$ cat src/rtl/dfa_pp_pkg.sv
package dfa_pp_pkg;

   // A transition function: entry k is the next state from state k.
   typedef logic [1:0] st_t;
   typedef st_t [3:0] fn_t;

   localparam st_t ST_TOP = 2'd3;

   // Transition table for a single input symbol.
   function automatic fn_t sym_fn(input logic sym);
      fn_t r;
      for (int k = 0; k < 4; k++) begin
         if (k == 3)   r[k] = ST_TOP;
         else if (sym) r[k] = st_t'(k + 1);
         else          r[k] = 2'd0;
      end
      return r;
   endfunction

   // outer after inner: r[k] = outer[inner[k]].
   function automatic fn_t fn_compose(input fn_t outer, input fn_t inner);
      fn_t r;
      for (int k = 0; k < 4; k++) r[k] = outer[inner[k]];
      return r;
   endfunction

endpackage

$ cat src/rtl/dfa_sym_map.sv
module dfa_sym_map
   import dfa_pp_pkg::*;
#(
   parameter int N = 8
) (
   input  logic    [N-1:0] bits_i,
   output fn_t     [N-1:0] fn_o
);
   for (genvar i = 0; i < N; i++) begin : g_sym
      assign fn_o[i] = sym_fn(bits_i[i]);
   end
endmodule

$ cat src/rtl/dfa_prefix_tree.sv
module dfa_prefix_tree
   import dfa_pp_pkg::*;
#(
   parameter int N = 8
) (
   input  fn_t [N-1:0] leaf_i,
   output fn_t [N-1:0] pre_o
);
   localparam int LG = $clog2(N);

   fn_t [N-1:0] lvl [LG+1];

   assign lvl[0] = leaf_i;

   for (genvar l = 0; l < LG; l++) begin : g_lvl
      for (genvar i = 0; i < N; i++) begin : g_node
         // Last index of the lower block that this upper-half node joins.
         localparam int J = ((i >> l) << l) - 1;
         if (((i >> l) & 1) == 1) begin : g_join
            assign lvl[l+1][i] = fn_compose(lvl[l][i], lvl[l][J]);
         end else begin : g_pass
            assign lvl[l+1][i] = lvl[l][i];
         end
      end
   end

   assign pre_o = lvl[LG];
endmodule

$ cat src/rtl/dfa_apply.sv
module dfa_apply
   import dfa_pp_pkg::*;
#(
   parameter int N = 8
) (
   input  fn_t  [N-1:0]   pre_i,
   input  st_t            start_i,
   output logic [2*N-1:0] states_o
);
   for (genvar i = 0; i < N; i++) begin : g_app
      assign states_o[2*i +: 2] = pre_i[i][start_i];
   end
endmodule

$ cat src/rtl/dfa_prefix_eval.sv
module dfa_prefix_eval
   import dfa_pp_pkg::*;
#(
   parameter int N    = 8,
   parameter bit PIPE = 1'b1
) (
   input  logic           clk,
   input  logic           rst_n,
   input  logic [N-1:0]   bits_i,
   input  logic [1:0]     start_i,
   output logic [2*N-1:0] states_o
);
   if (N < 2 || (N & (N - 1)) != 0) begin : g_bad_n
      $error("dfa_prefix_eval: N must be a power of two >= 2");
   end

   logic [N-1:0]   bits_q;
   st_t            start_q;
   logic [2*N-1:0] core_st;
   fn_t  [N-1:0]   leaf_fn;
   fn_t  [N-1:0]   pre_fn;

   if (PIPE) begin : g_reg
      logic [2*N-1:0] out_q;
      always_ff @(posedge clk) begin
         if (!rst_n) begin
            bits_q  <= '0;
            start_q <= '0;
            out_q   <= '0;
         end else begin
            bits_q  <= bits_i;
            start_q <= start_i;
            out_q   <= core_st;
         end
      end
      assign states_o = out_q;
   end else begin : g_comb
      assign bits_q   = bits_i;
      assign start_q  = start_i;
      assign states_o = core_st;
   end

   dfa_sym_map #(.N(N)) u_map (
      .bits_i (bits_q),
      .fn_o   (leaf_fn)
   );

   dfa_prefix_tree #(.N(N)) u_tree (
      .leaf_i (leaf_fn),
      .pre_o  (pre_fn)
   );

   dfa_apply #(.N(N)) u_apply (
      .pre_i    (pre_fn),
      .start_i  (start_q),
      .states_o (core_st)
   );
endmodule

$ cat config.mk
export PLATFORM = sky130hd
export DESIGN_NAME = dfa_prefix_eval
export DESIGN_NICKNAME = d
export VERILOG_FILES = /design/src/rtl/dfa_pp_pkg.sv /design/src/rtl/dfa_sym_map.sv /design/src/rtl/dfa_prefix_tree.sv /design/src/rtl/dfa_apply.sv /design/src/rtl/dfa_prefix_eval.sv
export SDC_FILE = /design/constraint.sdc
export NUM_CORES = 1
export LEC_CHECK = 0
export ABC_AREA = 1
export BUFFER_PORTS_ARGS = -buffer_cell sky130_fd_sc_hd__buf_2
export CAP_MARGIN = 15
export CORE_ASPECT_RATIO = 0.7
export CORE_MARGIN = 3
export CORE_UTILIZATION = 45
export DETAILED_ROUTE_END_ITERATION = 6
export PLACE_DENSITY = 0.7
export SLEW_MARGIN = 40
export SYNTH_ARGS = -nofsm -noshare
export SYNTH_HDL_FRONTEND = slang
export SYNTH_SLANG_ARGS = --single-unit
$ cat constraint.sdc
create_clock -name clk -period 1.32 [get_ports clk]
set_input_delay 0.066 -clock clk [delete_from_list [all_inputs] [get_ports clk]]
set_output_delay 0.066 -clock clk [all_outputs]
set_load 0.05 [all_outputs]
Word-level counts from Yosys, hierarchy flattened
Index checks and enable logic that the tools add are counted.
- register bits: 26
- input port bits: 12
- output and inout bits: 16
- word-level logic and storage cells: 137
- magnitude comparators: 22
- muxes and demuxes: 112
- operators with widths (operator ; number):
    binary-select mux 2 bit (select 2 bit) ; 44
    2-to-1 mux 2 bit ; 60
    < comparator 2 x 3 -> 1 bit (second input constant) ; 18
    < comparator 1 x 3 -> 1 bit (second input constant) ; 4
    2-to-1 mux 1 bit ; 8

Longest topological paths before layout
Gate-level depths: netlist of the first run.
- depth after elaboration: 9
- gate-level depth with buffers: 10
- mapped depth without buffers: 10

Hierarchy
A second synthesis of the first run with hierarchy kept.
- cell total of the unflattened synthesis: 1175
- area, all modules: 5813.1 um2
- modules (own cells, without submodules) (module ; instances ; cells an instance ; area each (um2) ; sequential area each (um2)):
    dfa_prefix_tree ; 1 ; 840 ; 3769.9 ; 0.0
    dfa_apply ; 1 ; 188 ; 805.8 ; 0.0
    dfa_prefix_eval ; 1 ; 81 ; 749.5 ; 520.5
    dfa_sym_map ; 1 ; 66 ; 488.0 ; 0.0

Worst setup path after synthesis of the first run
Ideal clock, no wire load.
- path kind: reg2reg
- from: register bits_q[2]
- to: register g_reg.out_q[9] (netlist: states_o[9])
- setup time: 116 ps
- arrival: 1153 ps
- data required time: 1204 ps
- setup slack: 51 ps
- cell stages (with the launch flop): 9
- buffers on the path: 0
- clock period less this slack: 1269 ps
- cell sequence: dfxtp_1 -> nand2_2 -> nand2_4 -> nand2_1 -> nand2_1 -> a21oi_1 -> nand2_1 -> a21oi_1 -> nor2_1
- cells in the longest elaborated chain, start to end: 9
- elaborated cells between the ends (all ways): 23
- classes of those cells: 23 x mux
- ends and longest elaborated chain (item ; RTL line ; source):
    from (decl) ; dfa_prefix_eval.sv:17 ; logic [N-1:0] bits_q;
    from (signal assigned) ; dfa_prefix_eval.sv:31 ; bits_q <= bits_i;
    2-to-1 mux 1 bit or 2-to-1 mux 2 bit (tied branches) ; dfa_pp_pkg.sv:14 ; else if (sym) r[k] = st_t'(k + 1);
    binary-select mux 2 bit (select 2 bit) ; dfa_pp_pkg.sv:23 ; for (int k = 0; k < 4; k++) r[k] = outer[inner[k]];
    2-to-1 mux 2 bit (implied by the code) ; dfa_pp_pkg.sv:23 ;
    binary-select mux 2 bit (select 2 bit) ; dfa_pp_pkg.sv:23 ;
    2-to-1 mux 2 bit (implied by the code) ; dfa_pp_pkg.sv:23 ;
    binary-select mux 2 bit (select 2 bit) ; dfa_pp_pkg.sv:23 ;
    2-to-1 mux 2 bit (implied by the code) ; dfa_pp_pkg.sv:23 ;
    binary-select mux 2 bit (select 2 bit) (*) ; dfa_apply.sv:11 ; assign states_o[2*i +: 2] = pre_i[i][start_i];
    2-to-1 mux 2 bit (implied by the code) (*) ; dfa_apply.sv:11 ;
    to (signal assigned) ; dfa_prefix_eval.sv:33 ; out_q <= core_st;
    to (decl) ; dfa_prefix_eval.sv:24 ; logic [2*N-1:0] out_q;
Mark *: on every way between the ends. The rest lies on a longest branch, timed or not. The select of a mux whose other input is x is not followed.
A chain may end at the register's enable or synchronous reset.

Worst setup path after layout of the first run
- from: register bits_q[1]
- to: register g_reg.out_q[14] (netlist: states_o[14])
Same word-level chain as after synthesis.

==> impl_metrics.csv, run 1 <==
group,metric,value,unit
sta,finalCriticalPeriod,1390,ps
cells_and_area,area_growth,42.3,%
critical_path,rr_startpoint,"bits_q[1]$_SDFF_PN0_",
placed_design,gp_congestion,0.997,
sta,skew,4.69,ps
floorplan,dieArea,3950,um^2
min_path,min_path_type,"input port to flip-flop",
clocking,clk_pin_slew,90,ps
sta,rsz0062_at_grt,"yes",
global_route,grt_pass1_vias,1505,
placed_design,hpwlAfterDp,3.01,mm
sta,fin_ws,-70.4,ps
critical_path,crit_path_end_kind,"flip-flop",
logic_synthesis,yosys_warnings,0,
route,dr.pass1.iters,4,
logic_synthesis,yosys-top-cells-count,"75 x nand2_1, 30 x inv_1, 26 x dfxtp_1",
cells_and_area,post-route-util,70.2,%
power_and_ir_drop,p_leak,0.00117,uW
global_route,track_usage,23.0,%
logic_synthesis,synthArstFlopShare,0,%
critical_path,r2r-end,"states_o[14]$_SDFF_PN0_",
critical_path,reg2reg_slack,-70,ps
logic_synthesis,ys.flop_type,"dfxtp_1",
clocking,h-tree-depth,1,
route,vias,1650,
placed_design,port_buffers,27,
critical_path,cp.required,1480,ps
global_route,grt_max_degree,16,
logic_synthesis,synth_cell_types,25,
route,drt_iter0_markers,188,
min_path,whs_path_depth,3,
logic_synthesis,synth.most_common_cell,"nand2_1",
floorplan,die_h,53.5,um
sta,setup_viol,6,
floorplan,fp.dieW,73.9,um
logic_synthesis,syn_avg_cell_area,6.28,um^2
clocking,cts_buffers,3,
cells_and_area,nets,309,
route,drtAntennaViolNets,0,
logic_synthesis,yosys-top-cells-area,"dfxtp_1 36%, nand2_1 19%, inv_1 7.8%",
sta,slew_violations,0,
critical_path,critPathLaunchType,"flip-flop",
global_route,grt_pass1_wl,6.93,mm
global_route,grt_remaining_overflow,0,
route,avgViaCountPerCell,4.97,
cells_and_area,diodes,0,
logic_synthesis,syn_area,1450,um^2
logic_synthesis,synth_cells,231,
power_and_ir_drop,ir_drop,0.640,mV
sta,hold-worst-slack,70.4,ps
critical_path,arrival,1550,ps
clocking,cts_buffer_depth,2,
placed_design,preCtsSetupSlack,-106,ps
sta,slew_headroom,72.8,%
clocking,cts_root_buffer,"clkbuf_8",
sta,fin_crit_sh,105,%
route,wire_per_inst,12.6,um
sta,finalHoldViolations,0,
critical_path,crit_fanout,6,
cells_and_area,drive_above_1_share,30.7,%
clocking,cts_tree,"yes",
logic_synthesis,syn_nets,243,
flow_run,drv_cap,0,
min_path,whs_endpoint,"bits_q[6]$_SDFF_PN0_",
sta,worst_pin_slew,408,ps
route,finalWirelength,4.20,mm
global_route,antenna_found_initial,0,
route,post-route-drc-count,0,
logic_synthesis,synth_enable_flop_cells,0,
outcome,violations,"setup timing",
logic_synthesis,yosys.area.top_type_share,35.9,%
logic_synthesis,synth-seq-cells,26,
critical_path,reg2reg_depth,7,
power_and_ir_drop,power_density,1000,nW/um^2
logic_synthesis,ys_seq_area_share,35.9,%
critical_path,crit_type,"flip-flop to flip-flop",
outcome,status,"finished with violations",
sta,timing.fmax,719,MHz
clocking,clk_latency,280,ps
floorplan,core,2940,um^2
clocking,clock-sinks,26,
floorplan,rows,16,
logic_synthesis,yosysTopAreaCell,"dfxtp_1",
floorplan,start_util,49.3,%
floorplan,ioPinCount,28,
min_path,worstHoldStart,"rst_n",
state kept, by name (all words and copies together) (netlist names):
register  cells
states_o     16
bits_q        8
start_q       2
critical path, stage by stage (launching register included):
cell and delay [ps]:
dfxtp_4 370, inv_1 90, nand2_4 80, a21oi_4 190, nand2_1 170, o21a_1 210, nor2_1 90, a21oi_1 70
report_power, final:
part	internal [uW]	switching, uW	leakage (uW)
Sequential	828	27.2	0.000216
Combinational	196	353	0.000916
Clock	406	258	0.0000357
cell families after synthesis:
logic type | Yosys count | share of synthesized area (%)
and+or+nand+nor | 125 | 37.6
AOI/OAI and AO/OA | 40 | 15.0
buffers and inverters | 40 | 11.6
DFF | 26 | 35.9
layout make-up:
cell class	count	area [um^2]
Multi-Input combinational cell	165	830
Sequential cell	26	532
Tap cell	36	45.0
Clock inverter	1	30.0
Clock buffer	3	41.3
Fill cell	256	877
Inverter	34	128
Timing Repair Buffer	67	460
worst max path at each step:
stage | start | endpoint | slack (ps) | cells past startpoint
3_5_place_dp | bits_q[2]$_SDFF_PN0_ | states_o[9]$_SDFF_PN0_ | -110 | 8
5_1_grt | bits_q[1]$_SDFF_PN0_ | states_o[11]$_SDFF_PN0_ | -130 | 9
2_1_floorplan | bits_q[2]$_SDFF_PN0_ | states_o[9]$_SDFF_PN0_ | 50 | 8
3_3_place_gp | bits_q[2]$_SDFF_PN0_ | states_o[9]$_SDFF_PN0_ | -140 | 8
4_1_cts | bits_q[1]$_SDFF_PN0_ | states_o[14]$_SDFF_PN0_ | 3 | 10
6_report | bits_q[1]$_SDFF_PN0_ | states_o[14]$_SDFF_PN0_ | -70 | 7
cells in the final DEF, fill, tap and decap left out, drive strengths merged:
cell,netlist,final
inv,33,34
o21a,2,2
dlygate4sd3,0,10
nand4,1,1
nor2,16,16
a21oi,20,20
nand2,83,83
bufinv,0,1
nand3,23,23
o21ai,14,14
nor3,2,2
buf,4,57
clkbuf,2,3
a31oi,4,4
dfxtp,26,26
what timing repair did:
| item | CTS | global route |
|---|---|---|
| setup endpoints to repair | 9 | 13 |
| pin swaps | 0 | 3 |
| endpoints found under the hold margin | 10 | 0 |
| hold buffers | 10 | 0 |
| buffers inserted | 0 | 1 |
| gates resized for setup | 6 | 19 |
metrics by stage:
stage               instances  total power, uW  cell area (um^2)  TNS (ps)
floorplan                 231             1210              1450         0
global placement          317             1370              1810      -372
detailed placement        317             1370              1810      -387
CTS                       331             2070              2000         0
global route              332             2180              2070      -904
finish                    332             2070              2070      -194
routing by layer:
layer  routed length [um]  part of all wire, %  vias to the layer above  track usage (%)
met5                    0                    0                        -                0
met3                  340                  8.1                        6             6.64
met4                   50                  1.2                        0             4.22
met1                 2020                   48                      705             32.0
li1                     -                    -                      862                -
met2                 1790                   43                       77             35.4
Note: power is estimated with default switching activity, not from simulation.
==> run 2, diff against run 1 <==
--- a/config.mk
+++ b/config.mk
@@ -6,13 +6,13 @@
 export NUM_CORES = 1
 export LEC_CHECK = 0
 export ABC_AREA = 1
+export ABC_CLOCK_PERIOD_IN_PS = 1320
 export BUFFER_PORTS_ARGS = -buffer_cell sky130_fd_sc_hd__buf_2
 export CAP_MARGIN = 15
 export CORE_ASPECT_RATIO = 0.7
 export CORE_MARGIN = 3
-export CORE_UTILIZATION = 45
+export CORE_UTILIZATION = 40
 export DETAILED_ROUTE_END_ITERATION = 6
-export PLACE_DENSITY = 0.7
 export SLEW_MARGIN = 40
 export SYNTH_ARGS = -nofsm -noshare
 export SYNTH_HDL_FRONTEND = slang
==> run 2 against run 1 <==
The run still ends with setup timing left. Core utilization fell by 4.0 points. Clock power is 32% lower. Combinational power up 11%. Die area rose by 11%. Final area is 6.3% higher. Global-route usage down 2.4 points. Final cell count grew 5.7%. Critical path type unchanged. Highest routed layer unchanged.
==> impl_metrics.csv, run 2 (synthesis results as in run 1) <==
group,metric,value,unit
clocking,cts_root_buffer,"clkbuf_8",
clocking,clk_pin_slew,90,ps
critical_path,reg2reg_slack,-20,ps
route,wire_per_inst,12.8,um
critical_path,crit_fanout,6,
floorplan,core,3320,um^2
global_route,grt_remaining_overflow,0,
power_and_ir_drop,power,1920,uW
flow_run,drv_cap,0,
critical_path,cp.required,1480,ps
floorplan,die_h,56.4,um
sta,skew,8.69,ps
placed_design,port_buffers,27,
cells_and_area,final_common_cell,"nand2_1",
power_and_ir_drop,ir_drop,0.488,mV
min_path,min_path_type,"input port to flip-flop",
clocking,cts_tree,"yes",
floorplan,ioPinCount,28,
critical_path,crit_path_end_kind,"flip-flop",
critical_path,crit_end,"states_o[13]$_SDFF_PN0_",
sta,slew_headroom,73.6,%
cells_and_area,largest_reg_flops,16,
cells_and_area,final_cell_mix,"63 x nand2_1, 36 x buf_4, 29 x inv_1",
floorplan,rows,17,
sta,setup_viol,1,
sta,setup_tns,-21.6,ps
outcome,violations,"setup timing",
critical_path,rr_startpoint,"bits_q[3]$_SDFF_PN0_",
sta,fin_crit_sh,102,%
route,avgViaCountPerCell,4.91,
route,drt_iter0_markers,104,
placed_design,hpwlAfterDp,3.27,mm
sta,finalCriticalPeriod,1340,ps
sta,fin_ws,-21.6,ps
critical_path,crit_type,"flip-flop to flip-flop",
route,vias,1724,
sta,slew_violations,0,
critical_path,r2r-end,"states_o[13]$_SDFF_PN0_",
critical_path,reg2reg_depth,9,
clocking,clock-sinks,26,
power_and_ir_drop,power_density,873,nW/um^2
outcome,status,"finished with violations",
clocking,cts_buffers,3,
critical_path,critPathLaunchType,"flip-flop",
sta,worst_pin_slew,396,ps
route,finalWirelength,4.50,mm
sta,finalHoldViolations,0,
power_and_ir_drop,p_leak,0.00122,uW
sta,rsz0062_at_grt,"yes",
clocking,h-tree-depth,1,
clocking,cts_buffer_depth,2,
floorplan,dieArea,4400,um^2
cells_and_area,nets,318,
cells_and_area,diodes,0,
global_route,track_usage,20.6,%
placed_design,gp_congestion,0.999,
cells_and_area,drive_above_1_share,36.2,%
global_route,antenna_found_initial,0,
floorplan,start_util,43.7,%
global_route,grt_pass1_vias,1560,
floorplan,fp.dieW,78.0,um
clocking,clk_latency,270,ps
critical_path,arrival,1500,ps
global_route,grt_max_degree,14,
sta,timing.fmax,745,MHz
sta,hold-worst-slack,66.1,ps
route,dr.pass1.iters,4,
route,drtAntennaViolNets,0,
critical_path,cp-startpoint,"bits_q[3]$_SDFF_PN0_",
route,post-route-drc-count,0,
cells_and_area,area_growth,51.3,%
global_route,grt_pass1_wl,7.25,mm
-- run 2: how the worst min path moves through the flow --
stage                                    to  slack, ps  cells after the start       from
detailed placement     bits_q[5]$_SDFF_PN0_        250                      3  bits_i[5]
finish              states_o[12]$_SDFF_PN0_         70                      3      rst_n
floorplan              bits_q[0]$_SDFF_PN0_        160                      2  bits_i[0]
global route        states_o[12]$_SDFF_PN0_         70                      3      rst_n
CTS                 states_o[12]$_SDFF_PN0_         70                      3      rst_n
global placement       bits_q[5]$_SDFF_PN0_        250                      3  bits_i[5]
-- run 2: cell type report --
class                   instances  area (um^2)
clock buffers                   3         41.3
fillers                       290         1120
inverters                      34          128
multi-input cells             165          878
flip-flops and latches         26          533
well taps                      47         58.8
repair buffers                 76          557
-- run 2: repair_timing --
action,4_1_cts,5_1_grt
hold buffers,10,0
buffers inserted,0,3
setup endpoints to repair,6,14
pin swaps,1,2
resized for setup,3,36
hold endpoints to repair,10,0
-- run 2: per-stage QoR --
step	setup WS (ps)	util, %	instance area [um^2]	instances
after floorplan	50.9	-	1450	231
after global placement	-90.0	56.9	1890	335
after detailed placement	-42.8	56.9	1890	335
after CTS	-3.73	61.4	2040	348
after global routing	-55.1	66.2	2200	351
final	-21.6	66.2	2200	351
-- run 2: layer usage --
layer | GRT usage, % | part of all wire (%)
met1 | 29.3 | 47
met2 | 32.2 | 45
met3 | 3.85 | 7.1
met4 | 4.74 | 0.71
met5 | 0 | 0
-- run 2: report_power, final --
| part | switching, uW | leakage, uW | internal (uW) |
|---|---|---|---|
| Clock | 246 | 0.0000216 | 205 |
| Combinational | 376 | 0.000979 | 233 |
| Sequential | 29.3 | 0.000217 | 829 |
-- run 2: critical path, stage by stage, from the launching register on --
cell and delay (ps):
dfxtp_4 380, nand2_8 100, nand2_8 80, nand2_4 70, nand2_2 60, buf_4 150
a21oi_1 170, nand2_1 80, nand3_1 80, a21oi_1 60
==> run 3, diff against run 2 <==
--- a/config.mk
+++ b/config.mk
@@ -10,7 +10,7 @@
 export BUFFER_PORTS_ARGS = -buffer_cell sky130_fd_sc_hd__buf_2
 export CAP_MARGIN = 15
 export CORE_ASPECT_RATIO = 0.7
-export CORE_MARGIN = 3
+export CORE_MARGIN = 2
 export CORE_UTILIZATION = 40
 export DETAILED_ROUTE_END_ITERATION = 6
 export SLEW_MARGIN = 40
==> constraint.sdc (replaced) <==
create_clock -name clk -period 1.32 [get_ports clk]
set_input_delay 0.066 -clock clk [delete_from_list [all_inputs] [get_ports clk]]
set_output_delay 0.066 -clock clk [all_outputs]
set_load 0.1 [all_outputs]
==> run 3 against run 2 <==
The flow still finishes with violations (setup timing). Power is 11% higher. Flip-flop and latch count stayed put. Critical path depth stayed put. Die area is 6.0% lower. Maximum frequency is 1.2% higher. Critical path type unchanged. Register-to-register slack better by 20 ps.
==> impl_metrics.csv, run 3 (synthesis results as in run 1) <==
group,metric,value,unit
sta,worst_pin_slew,488,ps
floorplan,start_util,41.6,%
cells_and_area,final_common_cell,"nand2_1",
sta,hold-worst-slack,57.5,ps
global_route,antenna_found_initial,0,
critical_path,reg2reg_slack,-5,ps
sta,timing.fmax,755,MHz
clocking,h-tree-depth,1,
floorplan,rows,18,
power_and_ir_drop,p_leak,0.00121,uW
clocking,cts_buffers,3,
floorplan,dieArea,4130,um^2
cells_and_area,nets,317,
sta,rsz0062_at_grt,"yes",
sta,setup_viol,1,
critical_path,crit_end,"states_o[14]$_SDFF_PN0_",
route,avgViaCountPerCell,4.87,
route,finalWirelength,4.80,mm
critical_path,cp.required,1480,ps
critical_path,arrival,1480,ps
clocking,clk_pin_slew,90,ps
sta,finalCriticalPeriod,1330,ps
clocking,cts_root_buffer,"clkbuf_8",
route,wire_per_inst,13.6,um
global_route,grt_remaining_overflow,0,
cells_and_area,final_cell_mix,"60 x nand2_1, 37 x buf_4, 27 x inv_1, 27 x buf_2, 20 x dfxtp_1",
global_route,grt_max_degree,15,
placed_design,placed_area,1840,um^2
cells_and_area,area_growth,54.2,%
route,post-route-drc-count,0,
outcome,violations,"setup timing",
global_route,grt_pass1_wl,7.31,mm
cells_and_area,largest_reg_flops,16,
critical_path,critPathLaunchType,"flip-flop",
critical_path,crit_fanout,6,
critical_path,r2r-end,"states_o[14]$_SDFF_PN0_",
min_path,whs_path_depth,3,
route,drt_iter0_markers,138,
floorplan,ioPinCount,28,
sta,setup_tns,-5.11,ps
sta,finalHoldViolations,0,
cells_and_area,final_area,2240,um^2
power_and_ir_drop,ir_drop,0.623,mV
clocking,clock-sinks,26,
sta,skew,6.77,ps
critical_path,reg2reg_depth,9,
floorplan,die_h,54.4,um
sta,fin_ws,-5.11,ps
min_path,min_path_type,"input port to flip-flop",
global_route,grt_pass1_vias,1526,
placed_design,port_buffers,27,
critical_path,rr_startpoint,"bits_q[0]$_SDFF_PN0_",
placed_design,preCtsSetupSlack,-152,ps
power_and_ir_drop,power_density,948,nW/um^2
route,dr.pass1.iters,5,
critical_path,cp-startpoint,"bits_q[0]$_SDFF_PN0_",
route,vias,1725,
global_route,track_usage,23.3,%
critical_path,crit_type,"flip-flop to flip-flop",
outcome,status,"finished with violations",
sta,slew_violations,0,
route,drtAntennaViolNets,0,
power_and_ir_drop,power,2120,uW
floorplan,core,3490,um^2
flow_run,drv_cap,0,
placed_design,gp_congestion,0.935,
sta,slew_headroom,67.7,%
floorplan,fp.dieW,76.0,um
clocking,cts_tree,"yes",
critical_path,crit_path_end_kind,"flip-flop",
cells_and_area,diodes,0,
clocking,clk_latency,280,ps
placed_design,hpwlAfterDp,3.32,mm
sta,fin_crit_sh,100,%
clocking,cts_buffer_depth,2,
cells_and_area,drive_above_1_share,39.8,%
run 3: changes by cell type in the layout (fill, tap and decap cells not counted), sizes merged:
cell      change
buf           -1
clkbuf        +1
clkinvlp      +1
inv           -1
run 3: worst min-delay path by stage:
stage,startpoint,slack [ps],end
floorplan,bits_i[0],160,bits_q[0]$_SDFF_PN0_
global placement,bits_i[7],250,bits_q[7]$_SDFF_PN0_
detailed placement,bits_i[3],250,bits_q[3]$_SDFF_PN0_
CTS,rst_n,30,bits_q[1]$_SDFF_PN0_
global route,rst_n,70,bits_q[1]$_SDFF_PN0_
finish,rst_n,60,bits_q[1]$_SDFF_PN0_
run 3: timing repair:
action | CTS | global route
resized for setup | 12 | 45
endpoints found under the setup margin | 8 | 10
hold buffers | 10 | 0
endpoints found under the hold margin | 10 | 0
buffers inserted | 1 | 6
pin swaps | 0 | 11
run 3: critical path: stages (launching register included):
cell,delay [ps]
dfxtp_4,390
inv_2,110
nand2_8,80
inv_2,70
nand2_1,80
nand2_2,130
inv_2,70
o21a_1,110
nor2_1,100
a21oi_1,60
run 3: area by class of cell:
cell class                      count  area (um^2)
Timing Repair Buffer               75          524
Sequential cell                    26          538
Fill cell                         332         1250
Clock buffer                        4         55.1
Tap cell                           50         62.6
Multi-Input combinational cell    165          927
Inverter                           34          131
run 3: metal layers:
metal  global-route usage [%]  part of all wire [%]  routed length [um]
met1                     31.6                    48                2320
met3                     4.79                   6.4                 306
met5                        0                     0                   0
met4                     5.45                   1.5                  70
met2                     39.1                    44                2110
run 3: through the flow:
stage / util, % / instances
after floorplan: - / 231
after global placement: 52.8 / 333
after detailed placement: 52.8 / 333
after CTS: 58.4 / 348
after global routing: 64.1 / 354
final: 64.1 / 354
run 3: power by group:
part / switching [uW] / internal, uW
combinational: 503 / 229
clock: 262 / 267
sequential: 32.8 / 828
